`config.mk`:
```
export PLATFORM = sky130hd
export DESIGN_NAME = spi_word_master
export DESIGN_NICKNAME = d
export VERILOG_FILES = /design/src/rtl/spi_wm_pkg.sv /design/src/rtl/spi_wm_prescaler.sv /design/src/rtl/spi_wm_sequencer.sv /design/src/rtl/spi_wm_shifter.sv /design/src/rtl/spi_word_master.sv
export SDC_FILE = /design/constraint.sdc
export NUM_CORES = 1
export LEC_CHECK = 0
export BUFFER_PORTS_ARGS = -buffer_cell sky130_fd_sc_hd__buf_2
export CORE_MARGIN = 2
export CORE_UTILIZATION = 52
export CTS_CLUSTER_DIAMETER = 100
export CTS_CLUSTER_SIZE = 20
export DETAILED_ROUTE_END_ITERATION = 10
export PLACE_DENSITY_LB_ADDON = 0.3
export RECOVER_POWER = 25
export SYNTH_ARGS = -nofsm -noshare
export SYNTH_HDL_FRONTEND = slang
export SYNTH_SLANG_ARGS = --single-unit
```
`constraint.sdc`:
```
create_clock -name clk -period 5.7 [get_ports clk]
set_clock_uncertainty 0.05 [all_clocks]
set_input_delay 1.14 -clock clk [delete_from_list [all_inputs] [get_ports clk]]
set_output_delay 1.14 -clock clk [all_outputs]
set_load 0.005 [all_outputs]
```
`src/rtl/spi_wm_pkg.sv`:
```
package spi_wm_pkg;

    typedef enum logic [1:0] {
        SZ_BYTE     = 2'd0,
        SZ_HALF     = 2'd1,
        SZ_WORD     = 2'd2,
        SZ_WORD_ALT = 2'd3
    } xfer_size_e;

    typedef enum logic [2:0] {
        PH_IDLE,
        PH_LEAD,
        PH_ACT,
        PH_REST,
        PH_TAIL
    } phase_e;

    typedef struct packed {
        logic cpol;
        logic cpha;
        logic lsb_first;
        logic big_endian;
    } wire_fmt_t;

    // Field layout of the packed divider word
    localparam int DIV_PRE_LSB = 0;
    localparam int DIV_PRE_W   = 16;
    localparam int DIV_CNT_LSB = 16;
    localparam int DIV_CNT_W   = 8;

    // Index of the most significant byte lane for a transfer width
    function automatic logic [1:0] top_lane(xfer_size_e sz);
        case (sz)
            SZ_BYTE: return 2'd0;
            SZ_HALF: return 2'd1;
            default: return 2'd3;
        endcase
    endfunction

    function automatic logic [4:0] last_slot(xfer_size_e sz);
        return {top_lane(sz), 3'b111};
    endfunction

    // Serial slot number -> bit position inside the parallel word
    function automatic logic [4:0] slot_to_bit(logic [4:0] slot, xfer_size_e sz,
                                               logic lsb, logic big);
        logic [1:0] lane;
        logic [2:0] pos;
        lane = big ? (top_lane(sz) - slot[4:3]) : slot[4:3];
        pos  = lsb ? slot[2:0] : ~slot[2:0];
        return {lane, pos};
    endfunction

endpackage

```
`src/rtl/spi_wm_prescaler.sv`:
```
module spi_wm_prescaler #(
    parameter int PRE_W = 13
) (
    input  logic             clk,
    input  logic             rst,
    input  logic             run,
    input  logic [PRE_W-1:0] pre_m1,
    output logic             tick
);
    logic [PRE_W-1:0] pre_cnt;

    assign tick = run && (pre_cnt == pre_m1);

    always_ff @(posedge clk) begin
        if (rst || !run || tick) begin
            pre_cnt <= '0;
        end else begin
            pre_cnt <= pre_cnt + 1'b1;
        end
    end

    // consecutive ticks only when the prescaler is 1

    tick_gap_chk: assert property (@(posedge clk) disable iff (rst)
        (tick && pre_m1 != '0) |=> !tick);

endmodule

```
`src/rtl/spi_wm_sequencer.sv`:
```
module spi_wm_sequencer
    import spi_wm_pkg::*;
#(
    parameter int CNT_W = 6
) (
    input  logic             clk,
    input  logic             rst,
    input  logic             start_ok,
    input  logic             tick,
    input  logic [CNT_W-1:0] cnt_m1,
    input  logic             cpol,
    input  logic             last_now,
    output logic             busy,
    output logic             done,
    output logic             sck,
    output logic             cs_n,
    output logic             lead_ev,
    output logic             trail_ev
);
    phase_e         state;
    logic [CNT_W:0] tcnt;
    logic [CNT_W:0] period;
    logic [CNT_W:0] hi_len;
    logic [CNT_W:0] lo_len;
    logic           hi_end;
    logic           lo_end;

    always_comb begin
        period = {1'b0, cnt_m1} + 1'b1;
        hi_len = period >> 1;
        lo_len = period - hi_len;
        hi_end = (tcnt == hi_len - 1'b1);
        lo_end = (tcnt == lo_len - 1'b1);
    end

    assign busy     = (state != PH_IDLE);
    assign lead_ev  = tick && ((state == PH_LEAD) || (state == PH_REST && lo_end));
    assign trail_ev = tick && (state == PH_ACT) && hi_end;

    always_ff @(posedge clk) begin
        if (rst) begin
            state <= PH_IDLE;
            tcnt  <= '0;
            sck   <= 1'b0;
            cs_n  <= 1'b1;
            done  <= 1'b0;
        end else begin
            done <= 1'b0;
            case (state)
                PH_IDLE: begin
                    sck  <= cpol;
                    tcnt <= '0;
                    if (start_ok) begin
                        state <= PH_LEAD;
                        cs_n  <= 1'b0;
                    end
                end
                PH_LEAD: begin
                    if (lead_ev) begin
                        sck   <= ~cpol;
                        state <= PH_ACT;
                        tcnt  <= '0;
                    end
                end
                PH_ACT: begin
                    if (trail_ev) begin
                        sck   <= cpol;
                        tcnt  <= '0;
                        state <= last_now ? PH_TAIL : PH_REST;
                    end else if (tick) begin
                        tcnt <= tcnt + 1'b1;
                    end
                end
                PH_REST: begin
                    if (lead_ev) begin
                        sck   <= ~cpol;
                        tcnt  <= '0;
                        state <= PH_ACT;
                    end else if (tick) begin
                        tcnt <= tcnt + 1'b1;
                    end
                end
                PH_TAIL: begin
                    if (tick) begin
                        cs_n  <= 1'b1;
                        done  <= 1'b1;
                        state <= PH_IDLE;
                    end
                end
                default: state <= PH_IDLE;
            endcase
        end
    end


    done_pulse_chk: assert property (@(posedge clk) disable iff (rst)
        done |=> !done);


    sck_hold_chk: assert property (@(posedge clk) disable iff (rst)
        (busy && !tick) |=> $stable(sck));


    tail_release_chk: assert property (@(posedge clk) disable iff (rst)
        (state == PH_TAIL && tick) |=> (done && cs_n && !busy));


    frame_select_chk: assert property (@(posedge clk) disable iff (rst)
        (busy && state != PH_LEAD) |-> !cs_n);

endmodule

```
`src/rtl/spi_wm_shifter.sv`:
```
module spi_wm_shifter
    import spi_wm_pkg::*;
(
    input  logic        clk,
    input  logic        rst,
    input  logic        start_ok,
    input  logic        lead_ev,
    input  logic        trail_ev,
    input  logic        done,
    input  wire_fmt_t   fmt,
    input  xfer_size_e  size,
    input  logic [31:0] tx_word,
    input  logic        miso,
    output logic        mosi,
    output logic [31:0] rx_word,
    output logic        last_now
);
    logic [31:0] tx_q;
    logic [31:0] rx_q;
    logic [4:0]  slot;
    xfer_size_e  size_q;
    logic [4:0]  cur_bit;
    logic [4:0]  nxt_bit;
    logic [4:0]  first_bit;

    always_comb begin
        cur_bit   = slot_to_bit(slot, size_q, fmt.lsb_first, fmt.big_endian);
        nxt_bit   = slot_to_bit(slot + 5'd1, size_q, fmt.lsb_first, fmt.big_endian);
        first_bit = slot_to_bit(5'd0, size, fmt.lsb_first, fmt.big_endian);
        last_now  = (slot == last_slot(size_q));
    end

    assign rx_word = rx_q;

    always_ff @(posedge clk) begin
        if (rst) begin
            tx_q   <= '0;
            rx_q   <= '0;
            slot   <= '0;
            size_q <= SZ_BYTE;
            mosi   <= 1'b0;
        end else if (start_ok) begin
            tx_q   <= tx_word;
            rx_q   <= '0;
            slot   <= '0;
            size_q <= size;
            mosi   <= fmt.cpha ? 1'b0 : tx_word[first_bit];
        end else begin
            if (lead_ev) begin
                if (fmt.cpha) mosi <= tx_q[cur_bit];
                else          rx_q[cur_bit] <= miso;
            end
            if (trail_ev) begin
                if (fmt.cpha) rx_q[cur_bit] <= miso;
                if (!last_now) begin
                    slot <= slot + 5'd1;
                    if (!fmt.cpha) mosi <= tx_q[nxt_bit];
                end
            end
            if (done) mosi <= 1'b0;
        end
    end


    slot_range_chk: assert property (@(posedge clk) disable iff (rst)
        slot <= last_slot(size_q));

endmodule

```
`src/rtl/spi_word_master.sv`:
```
module spi_word_master
    import spi_wm_pkg::*;
#(
    parameter int PRE_W = 13,
    parameter int CNT_W = 6
) (
    input  logic        clk,
    input  logic        rst,
    input  logic [1:0]  cfg_mode,
    input  logic        cfg_lsb_first,
    input  logic        cfg_big_endian,
    input  logic [31:0] cfg_div,
    input  logic        start,
    input  logic [1:0]  size,
    input  logic [31:0] tx_word,
    output logic        busy,
    output logic        done,
    output logic [31:0] rx_word,
    output logic [1:0]  rb_mode,
    output logic        rb_lsb_first,
    output logic        rb_big_endian,
    output logic [31:0] rb_div,
    output logic        spi_sck,
    output logic        spi_mosi,
    input  logic        spi_miso,
    output logic        spi_cs_n
);
    localparam int PRE_MAX = 1 << PRE_W;
    localparam int CNT_MAX = 1 << CNT_W;

    wire_fmt_t               fmt_in, fmt_q, fmt_use;
    logic [PRE_W-1:0]        pre_in, pre_q, pre_use;
    logic [CNT_W-1:0]        cnt_in, cnt_q, cnt_use;
    logic [DIV_PRE_W-1:0]    pre_raw;
    logic [DIV_CNT_W-1:0]    cnt_raw;
    logic                    start_ok;
    logic                    tick;
    logic                    lead_ev, trail_ev, last_now;

    // Decode and clamp the live configuration
    always_comb begin
        fmt_in.cpol       = cfg_mode[1];
        fmt_in.cpha       = cfg_mode[0];
        fmt_in.lsb_first  = cfg_lsb_first;
        fmt_in.big_endian = cfg_big_endian;
        pre_raw = cfg_div[DIV_PRE_LSB +: DIV_PRE_W];
        cnt_raw = cfg_div[DIV_CNT_LSB +: DIV_CNT_W];
        if (pre_raw == '0)
            pre_in = '0;
        else if (32'(pre_raw) > PRE_MAX)
            pre_in = PRE_W'(PRE_MAX - 1);
        else
            pre_in = PRE_W'(pre_raw - 1'b1);
        if (cnt_raw < DIV_CNT_W'(2))
            cnt_in = CNT_W'(1);
        else if (32'(cnt_raw) > CNT_MAX)
            cnt_in = CNT_W'(CNT_MAX - 1);
        else
            cnt_in = CNT_W'(cnt_raw - 1'b1);
    end

    // Settings follow the inputs while idle and freeze during a frame
    always_ff @(posedge clk) begin
        if (rst) begin
            fmt_q <= '0;
            pre_q <= '0;
            cnt_q <= CNT_W'(1);
        end else if (!busy) begin
            fmt_q <= fmt_in;
            pre_q <= pre_in;
            cnt_q <= cnt_in;
        end
    end

    assign fmt_use  = busy ? fmt_q : fmt_in;
    assign pre_use  = busy ? pre_q : pre_in;
    assign cnt_use  = busy ? cnt_q : cnt_in;
    assign start_ok = start && !busy;

    always_comb begin
        rb_div = '0;
        rb_div[DIV_PRE_LSB +: DIV_PRE_W] = DIV_PRE_W'(pre_q) + 1'b1;
        rb_div[DIV_CNT_LSB +: DIV_CNT_W] = DIV_CNT_W'(cnt_q) + 1'b1;
    end
    assign rb_mode       = {fmt_q.cpol, fmt_q.cpha};
    assign rb_lsb_first  = fmt_q.lsb_first;
    assign rb_big_endian = fmt_q.big_endian;

    spi_wm_prescaler #(.PRE_W(PRE_W)) u_prescaler (
        .clk    (clk),
        .rst    (rst),
        .run    (busy),
        .pre_m1 (pre_use),
        .tick   (tick)
    );

    spi_wm_sequencer #(.CNT_W(CNT_W)) u_sequencer (
        .clk      (clk),
        .rst      (rst),
        .start_ok (start_ok),
        .tick     (tick),
        .cnt_m1   (cnt_use),
        .cpol     (fmt_use.cpol),
        .last_now (last_now),
        .busy     (busy),
        .done     (done),
        .sck      (spi_sck),
        .cs_n     (spi_cs_n),
        .lead_ev  (lead_ev),
        .trail_ev (trail_ev)
    );

    spi_wm_shifter u_shifter (
        .clk      (clk),
        .rst      (rst),
        .start_ok (start_ok),
        .lead_ev  (lead_ev),
        .trail_ev (trail_ev),
        .done     (done),
        .fmt      (fmt_use),
        .size     (xfer_size_e'(size)),
        .tx_word  (tx_word),
        .miso     (spi_miso),
        .mosi     (spi_mosi),
        .rx_word  (rx_word),
        .last_now (last_now)
    );


    cfg_freeze_chk: assert property (@(posedge clk) disable iff (rst)
        busy |=> $stable({rb_mode, rb_lsb_first, rb_big_endian, rb_div}));


    start_accept_chk: assert property (@(posedge clk) disable iff (rst)
        (start && !busy) |=> (busy && !spi_cs_n));


    idle_select_chk: assert property (@(posedge clk) disable iff (rst)
        !busy |-> spi_cs_n);

endmodule

```
# Word-level counts from Yosys, hierarchy flattened
# Index checks and enable logic that the tools add are counted.
[totals] regBits=121 elab_cells=141 inputBits=74 output_inout_bits=73
[op_classes] n_addsub=13 n_bitwise=5 reduce_logical=27 mux=57 n_lt_le_gt_ge=7 eq_ne=15
[op_table] cell="two-way mux 32 bit" count=6
[op_table] cell="bitwise mux 32 bit" count=2
[op_table] cell="two-way mux 13 bit" count=3
[op_table] cell="two-way mux 7 bit" count=4
[op_table] cell="one-hot mux 7 bit (4 select lines)" count=1
[op_table] cell="two-way mux 3 bit" count=8
[op_table] cell="less-than comparator 5 x 6 -> 1 bit (second input constant)" count=3
[op_table] cell="two-way mux 6 bit" count=3
[op_table] cell="two-way mux 1 bit" count=17
[op_table] cell="> comparator 16 x 14 -> 1 bit (second input constant)" count=1
[op_table] cell="zero test 16 bit" count=1
[op_table] cell="binary-select mux 1 bit (select 5 bit)" count=3
[op_table] cell="adder 13 x 1 -> 14 bit (second input constant)" count=1
[op_table] cell="adder 6 x 1 -> 7 bit (second input constant)" count=2
[op_table] cell="== test 7 bit" count=2
[op_table] cell="adder 13 x 1 -> 13 bit (second input constant)" count=1
[op_table] cell="== test 13 bit" count=1
[op_table] cell="subtractor 13 x 1 -> 13 bit (second input constant)" count=1
[op_table] cell="one-hot mux 3 bit (4 select lines)" count=1
[op_table] cell="> comparator 8 x 7 -> 1 bit (second input constant)" count=1
[op_table] cell="less-than comparator 8 x 2 -> 1 bit (second input constant)" count=1
[op_table] cell="inequality test 2 bit (second input constant)" count=4
[op_table] cell="one-hot mux 2 bit (2 select lines)" count=2
[op_table] cell="adder 7 x 1 -> 7 bit (second input constant)" count=1
[op_table] cell="other kinds (32)" count=54

# Logic depth before layout (Yosys ltp)
[depth] ltp_word=17 depth_mapped=22 ltp_nobuf=20

# Modules after synthesis
# Synthesis repeated with hierarchy kept, for this count alone.
[hier_totals] cells_unflattened=1016 hier_area_um2=8433.1
[modules_own_cells] mod="spi_wm_shifter" seq_area_each_um2=1441.4 area_per_inst_um2=4430.5 cells_each=502 n_inst=1
[modules_own_cells] mod="spi_word_master" seq_area_each_um2=460.4 area_per_inst_um2=1794.2 cells_each=236 n_inst=1
[modules_own_cells] mod="spi_wm_sequencer" seq_area_each_um2=260.2 area_per_inst_um2=1496.4 cells_each=203 n_inst=1
[modules_own_cells] mod="spi_wm_prescaler" seq_area_each_um2=260.2 area_per_inst_um2=711.9 cells_each=75 n_inst=1

# Worst setup path after synthesis
# OpenSTA, ideal clock, no wires.
[synth_timing] kind="input port to flip-flop" from="input cfg_div[20]" to="register u_shifter.rx_q[26] (netlist: u_shifter.rx_word[26])" setup_time_ps=71 t_arrival_ps=5723 path_slack_ps=-144 path_buffers=4 cell_stages=20 required_ps=5579 path_cell_list="or4_1 -> nor2_1 -> o22ai_1 -> buf_4 -> inv_1 -> ha_1 -> clkbuf_1 -> inv_1 -> o32a_1 -> buf_2 -> or3_1 -> ha_1 -> xor2_1 -> a221o_1 -> o31a_1 -> a2111oi_4 -> a31oi_2 -> clkbuf_2 -> or3_1 -> a21oi_1"
[synth_between] elab_chain_cells=17 elab_cells_between_ends=22 classes_between="add/sub (5); order compare (2); eq/ne (2); mux (9); reduce/logical (4)"
[synth_rtl] item="from (decl)" line_no="spi_word_master.sv:12" source="input logic [31:0] cfg_div,"
[synth_rtl] item="> comparator 8 x 7 -> 1 bit" line_no="spi_word_master.sv:56" source="else if (32'(cnt_raw) > CNT_MAX)"
[synth_rtl] item="two-way mux 6 bit" line_no="spi_word_master.sv:56"
[synth_rtl] item="two-way mux 6 bit *" line_no="spi_word_master.sv:54" source="if (cnt_raw < DIV_CNT_W'(2))"
[synth_rtl] item="two-way mux 6 bit *"
[synth_rtl] item="via cnt_use[0]" line_no="spi_word_master.sv:33" source="logic [CNT_W-1:0] cnt_in, cnt_q, cnt_use;"
[synth_rtl] item="adder 6 x 1 -> 7 bit *" line_no="spi_wm_sequencer.sv:29" source="period = {1'b0, cnt_m1} + 1'b1;"
[synth_rtl] item="subtractor 7 x 6 -> 7 bit" line_no="spi_wm_sequencer.sv:31" source="lo_len = period - hi_len;"
[synth_rtl] item="subtractor 7 x 1 -> 7 bit" line_no="spi_wm_sequencer.sv:33" source="lo_end = (tcnt == lo_len - 1'b1);"
[synth_rtl] item="[2 not listed]"
[synth_rtl] item="logical OR 1 bit" line_no="spi_wm_sequencer.sv:37" source="assign lead_ev = tick && ((state == PH_LEAD) || (state == PH_REST && lo_end));"
[synth_rtl] item="logical AND 1 bit" line_no="spi_wm_sequencer.sv:37"
[synth_rtl] item="two-way mux 32 bit" line_no="spi_wm_shifter.sv:49" source="if (lead_ev) begin"
[synth_rtl] item="two-way mux 32 bit" line_no="spi_wm_shifter.sv:42" source="end else if (start_ok) begin"
[synth_rtl] item="two-way mux 32 bit" line_no="spi_wm_shifter.sv:36" source="if (rst) begin"
[synth_rtl] item="bitwise mux 32 bit" line_no="spi_wm_shifter.sv:54" source="if (fmt.cpha) rx_q[cur_bit] <= miso;"
[synth_rtl] item="two-way mux 32 bit" line_no="spi_wm_shifter.sv:54"
[synth_rtl] item="two-way mux 32 bit *" line_no="spi_wm_shifter.sv:53" source="if (trail_ev) begin"
[synth_rtl] item="to (signal, indexed assignment)" line_no="spi_wm_shifter.sv:51" source="else rx_q[cur_bit] <= miso;"
[synth_rtl] item="to (signal, indexed assignment)" line_no="spi_wm_shifter.sv:54"
[synth_rtl] item="to (decl)" line_no="spi_wm_shifter.sv:19" source="logic [31:0] rx_q;"
# Mark *: on every way through the listed nets, which the timed path passes. The rest lies on a longest branch. The select of a mux whose other input is x is not followed.
# A chain may end at the register's enable or synchronous reset.

# Final worst setup path
[layout_timing] from="input cfg_div[20]" to="register u_shifter.rx_q[17] (netlist: u_shifter.rx_word[17])"
# Same word-level chain as after synthesis.

==> run summary <==
Multi-input gate area: 5300 um2
# hold bufs at CTS: 0
Power Total: 2.53 mW
Hold Path Depth: 2
Clk root buf: clkbuf_16
Post-synthesis mux area share: 5.46%
Fin. max-slew vios: 62
Layout cell share with drive strength beyond 1: 18.4%
Post-Synthesis Cells: 1062
FMAX: 184 MHz
Crit-path cells: buf_2, or4_1, nor2_1, o22ai_1, inv_1, ha_1, buf_4, inv_1, o32a_1, or3_1, ha_1, xor2_1, a221o_1, o31a_1, a2111oi_4, a31oi_4, buf_12, or3_1, a21oi_1
Register clock-pin slew on the reported worst setup and hold paths: 60 ps
Setup TNS: 0 ps
Critical-path maximum fanout: 64
Outcome: complete, but fails checks
CP peak stage delay: 590 ps
Pwr Density: 262 nW/um2
Synth Warn #: 0
Asr flop ratio synth: 0%
Sequential share of power: 36.0%
Final RePlAce weighted congestion: 0.930
Post-Synth Adder-Cell Area: 2.83%
Crit path DAT: 5700 ps
Commonest cells after routing, fill and taps aside: nand2_1 (122), dfxtp_1 (121), buf_2 (102)
Clock latency on the worst-skew pair: 420 ps
Routed wl met3: 1570 um
Worst Hold Class: register to register
Post-synth top flop: dfxtp_1
Initial antenna violation count: 0
Die area: 16600 um2
First-pass GRT wire length: 36500 um
Fill count: 1393
I/O pin count: 147
Combinational Power Share: 22.0%
Finished Layout Cells: 1414
Clock Path Buffers: 2
CTS H-tree depth: 4
Port Buffers: 127
Xor and xnor area share after synthesis: 8.96%
Dpl hpwl: 16200 um
CP startpoint kind: input port
DRC Markers: 0
Crit end category: register
Largest family of logic cells by synthesized area: simple AND/OR/NAND/NOR gates
GRT Total Usage: 27.1%
Drt first pass iters: 6
Layout area overhead: 18.9%
Critical path type: input port to register
Top layer in use: met4
CTS sink count: 121
Failing checks: capacitance limit, slew limit
Synth Area per Inst: 7.65 um2
Postcts setup bufs: 0
Antenna Cells: 0
Final Setup Violations: 0
Met2 wire length: 10400 um
Sw Pwr: 0.762 mW
Clock power frac: 42.0%
Met1 Wirelength: 10000 um
Vias: 8313
Seq/Total Area, Yosys: 29.8%
IR drop worst, VDD: 223 uV
Placed cell count: 1382
Max cap viols: 1
R2r startpoint: u_sequencer.state[0]
Worst-Margin Slew: 2730 ps
Post-synthesis cell area: 8130 um2
WL per Instance: 15.8 um
Die Y: 129 um
Row count: 45
Netlist cell types: 84
Starting Density: 53.3%
DRT antenna net count: 0
Number of synthesized flops with an enable pin: 0
Reg-to-Reg End: u_shifter.rx_word[17]
Initial drt markers: 786
Crit-path slowest cell: or4_1
Critical path required time: 5980 ps
P_leak: 3.74 nW
Hold_sp: u_shifter.size_q[0]
Vias per inst: 5.88
RSZ-0062 raised after global routing: false
CTS tree: built
Post-layout min period: 5420 ps
Fin. Hold Viols: 0
Switching Fraction: 30.1%
Hold endpoint: u_shifter.size_q[0]
Layout Nets: 1281
Synth Area in Compound Gates: 20.6%
Reg2Reg Depth: 18
Largest net degree at the start of global routing: 65
Simple-Gate Fraction of Synth Area: 26.3%
WL final: 22300 um
Flops & latches, synth: 121
Die X: 129 um
Slew margin rel.: -81.9%
CTS Buf Count: 17
Sequential Area: 2420 um2
Fin crit share: 95.1%
Commonest non-fill, non-tap cell in the layout: nand2_1
GR Overflow Total: 0
Vias in the first global route: 7543
Core Region: 15300 um2
Cell Int Power: 1.77 mW
R2R Setup Slk: 790 ps
[power by group through the flow]
| stage | Combinational (mW) | Clock [mW] | Sequential (mW) |
|---|---|---|---|
| finish | 0.557 | 1.06 | 0.910 |
| global route | 0.614 | 1.11 | 0.914 |
| CTS | 0.549 | 1.07 | 0.909 |
| global placement | 0.540 | 0 | 0.926 |
| detailed placement | 0.546 | 0 | 0.927 |
| floorplan | 0.378 | 0 | 0.914 |
[per-stage QoR]
step	utilization [%]	area (um2)	hold slack, ps	setup slack [ps]
final	63.4	9670	411	279
after floorplan	-	8180	387	5.23
after detailed placement	59.7	9110	400	-199
after CTS	63.5	9680	411	232
after global routing	63.4	9670	433	7.25
after global placement	59.7	9110	393	-112
[cell families (layout without fill, tap and decap cells)]
family	count (synthesis)	count (layout)
and+or+nand+nor	442	442
AOI/OAI and AO/OA	259	259
DFF	121	121
buffers and inverters	111	242
xor gates and xnor gates	80	80
muxes	30	30
adders and majority gates	18	18
other	1	11
[cells in the mapped netlist (12+ instances only)]
| cell | n | share of area, % |
|---|---|---|
| nand2_1 | 122 | 5.6 |
| dfxtp_1 | 121 | 30 |
| nor2_1 | 98 | 4.5 |
| a21oi_1 | 97 | 6.0 |
| nand3_1 | 73 | 4.5 |
| o21ai_0 | 53 | 3.3 |
| clkbuf_1 | 49 | 2.3 |
| xnor2_1 | 49 | 5.3 |
| or3_1 | 39 | 3.0 |
| inv_1 | 31 | 1.4 |
| xor2_1 | 29 | 3.1 |
| nor3_1 | 23 | 1.4 |
| ha_1 | 16 | 2.5 |
| nand4_1 | 16 | 1.2 |
| mux2i_1 | 14 | 1.7 |
| nor4_1 | 13 | 1.0 |
| and3_1 | 12 | 0.92 |
| buf_4 | 12 | 1.1 |
| o211ai_1 | 12 | 1.1 |
[repair_timing]
item	CTS	global route
endpoints found under the setup margin	0	32
hold endpoints to repair	0	0
resized for setup	0	3
[flip-flops by register name, indices dropped and copies added, names as in the netlist]
signal	flops
rb_mode	2
u_sequencer.cs_n	1
u_shifter.size_q	2
rb_lsb_first	1
u_shifter.rx_word	32
u_sequencer.done	1
rb_big_endian	1
u_shifter.mosi	1
pre_q	13
u_sequencer.tcnt	7
cnt_q	6
u_shifter.tx_q	32
u_shifter.slot	5
u_sequencer.sck	1
u_sequencer.state	3
u_prescaler.pre_cnt	13
[worst max-delay path: cells and delay by family]
| kind | cells | cell delay (ps) |
|---|---|---|
| xor gates and xnor gates | 1 | 180 |
| buffers and inverters | 5 | 680 |
| adders and majority gates | 2 | 530 |
| AOI/OAI and AO/OA | 7 | 1690 |
| and+or+nand+nor | 4 | 1460 |
[per-layer routing]
metal,global-route usage (%),up-vias
met3,5.16,31
met5,0,-
met2,42.8,331
met1,38.1,3879
met4,7.42,0
li1,-,4072
[layout make-up]
class                   count  share of cell area (%)
multi-input cells         840                    54.8
flip-flops and latches    121                    25.1
repair buffers            175                    10.1
clock buffers              19                    4.48
well taps                 211                    2.73
clock inverters            13                    1.50
inverters                  35                    1.36
[worst max path at each step]
stage                           start                     to  slack (ps)  depth (start not counted)
final                     cfg_div[20]  u_shifter.rx_word[17]         280                         19
after global routing      cfg_div[20]  u_shifter.rx_word[17]           7                         21
after CTS                 cfg_div[20]  u_shifter.rx_word[17]         230                         20
after detailed placement  cfg_div[20]  u_shifter.rx_word[17]        -200                         20
after global placement    cfg_div[20]  u_shifter.rx_word[29]        -110                         18
after floorplan           cfg_div[20]  u_shifter.rx_word[26]           5                         20
No activity file was read; power rests on OpenSTA's default activity.
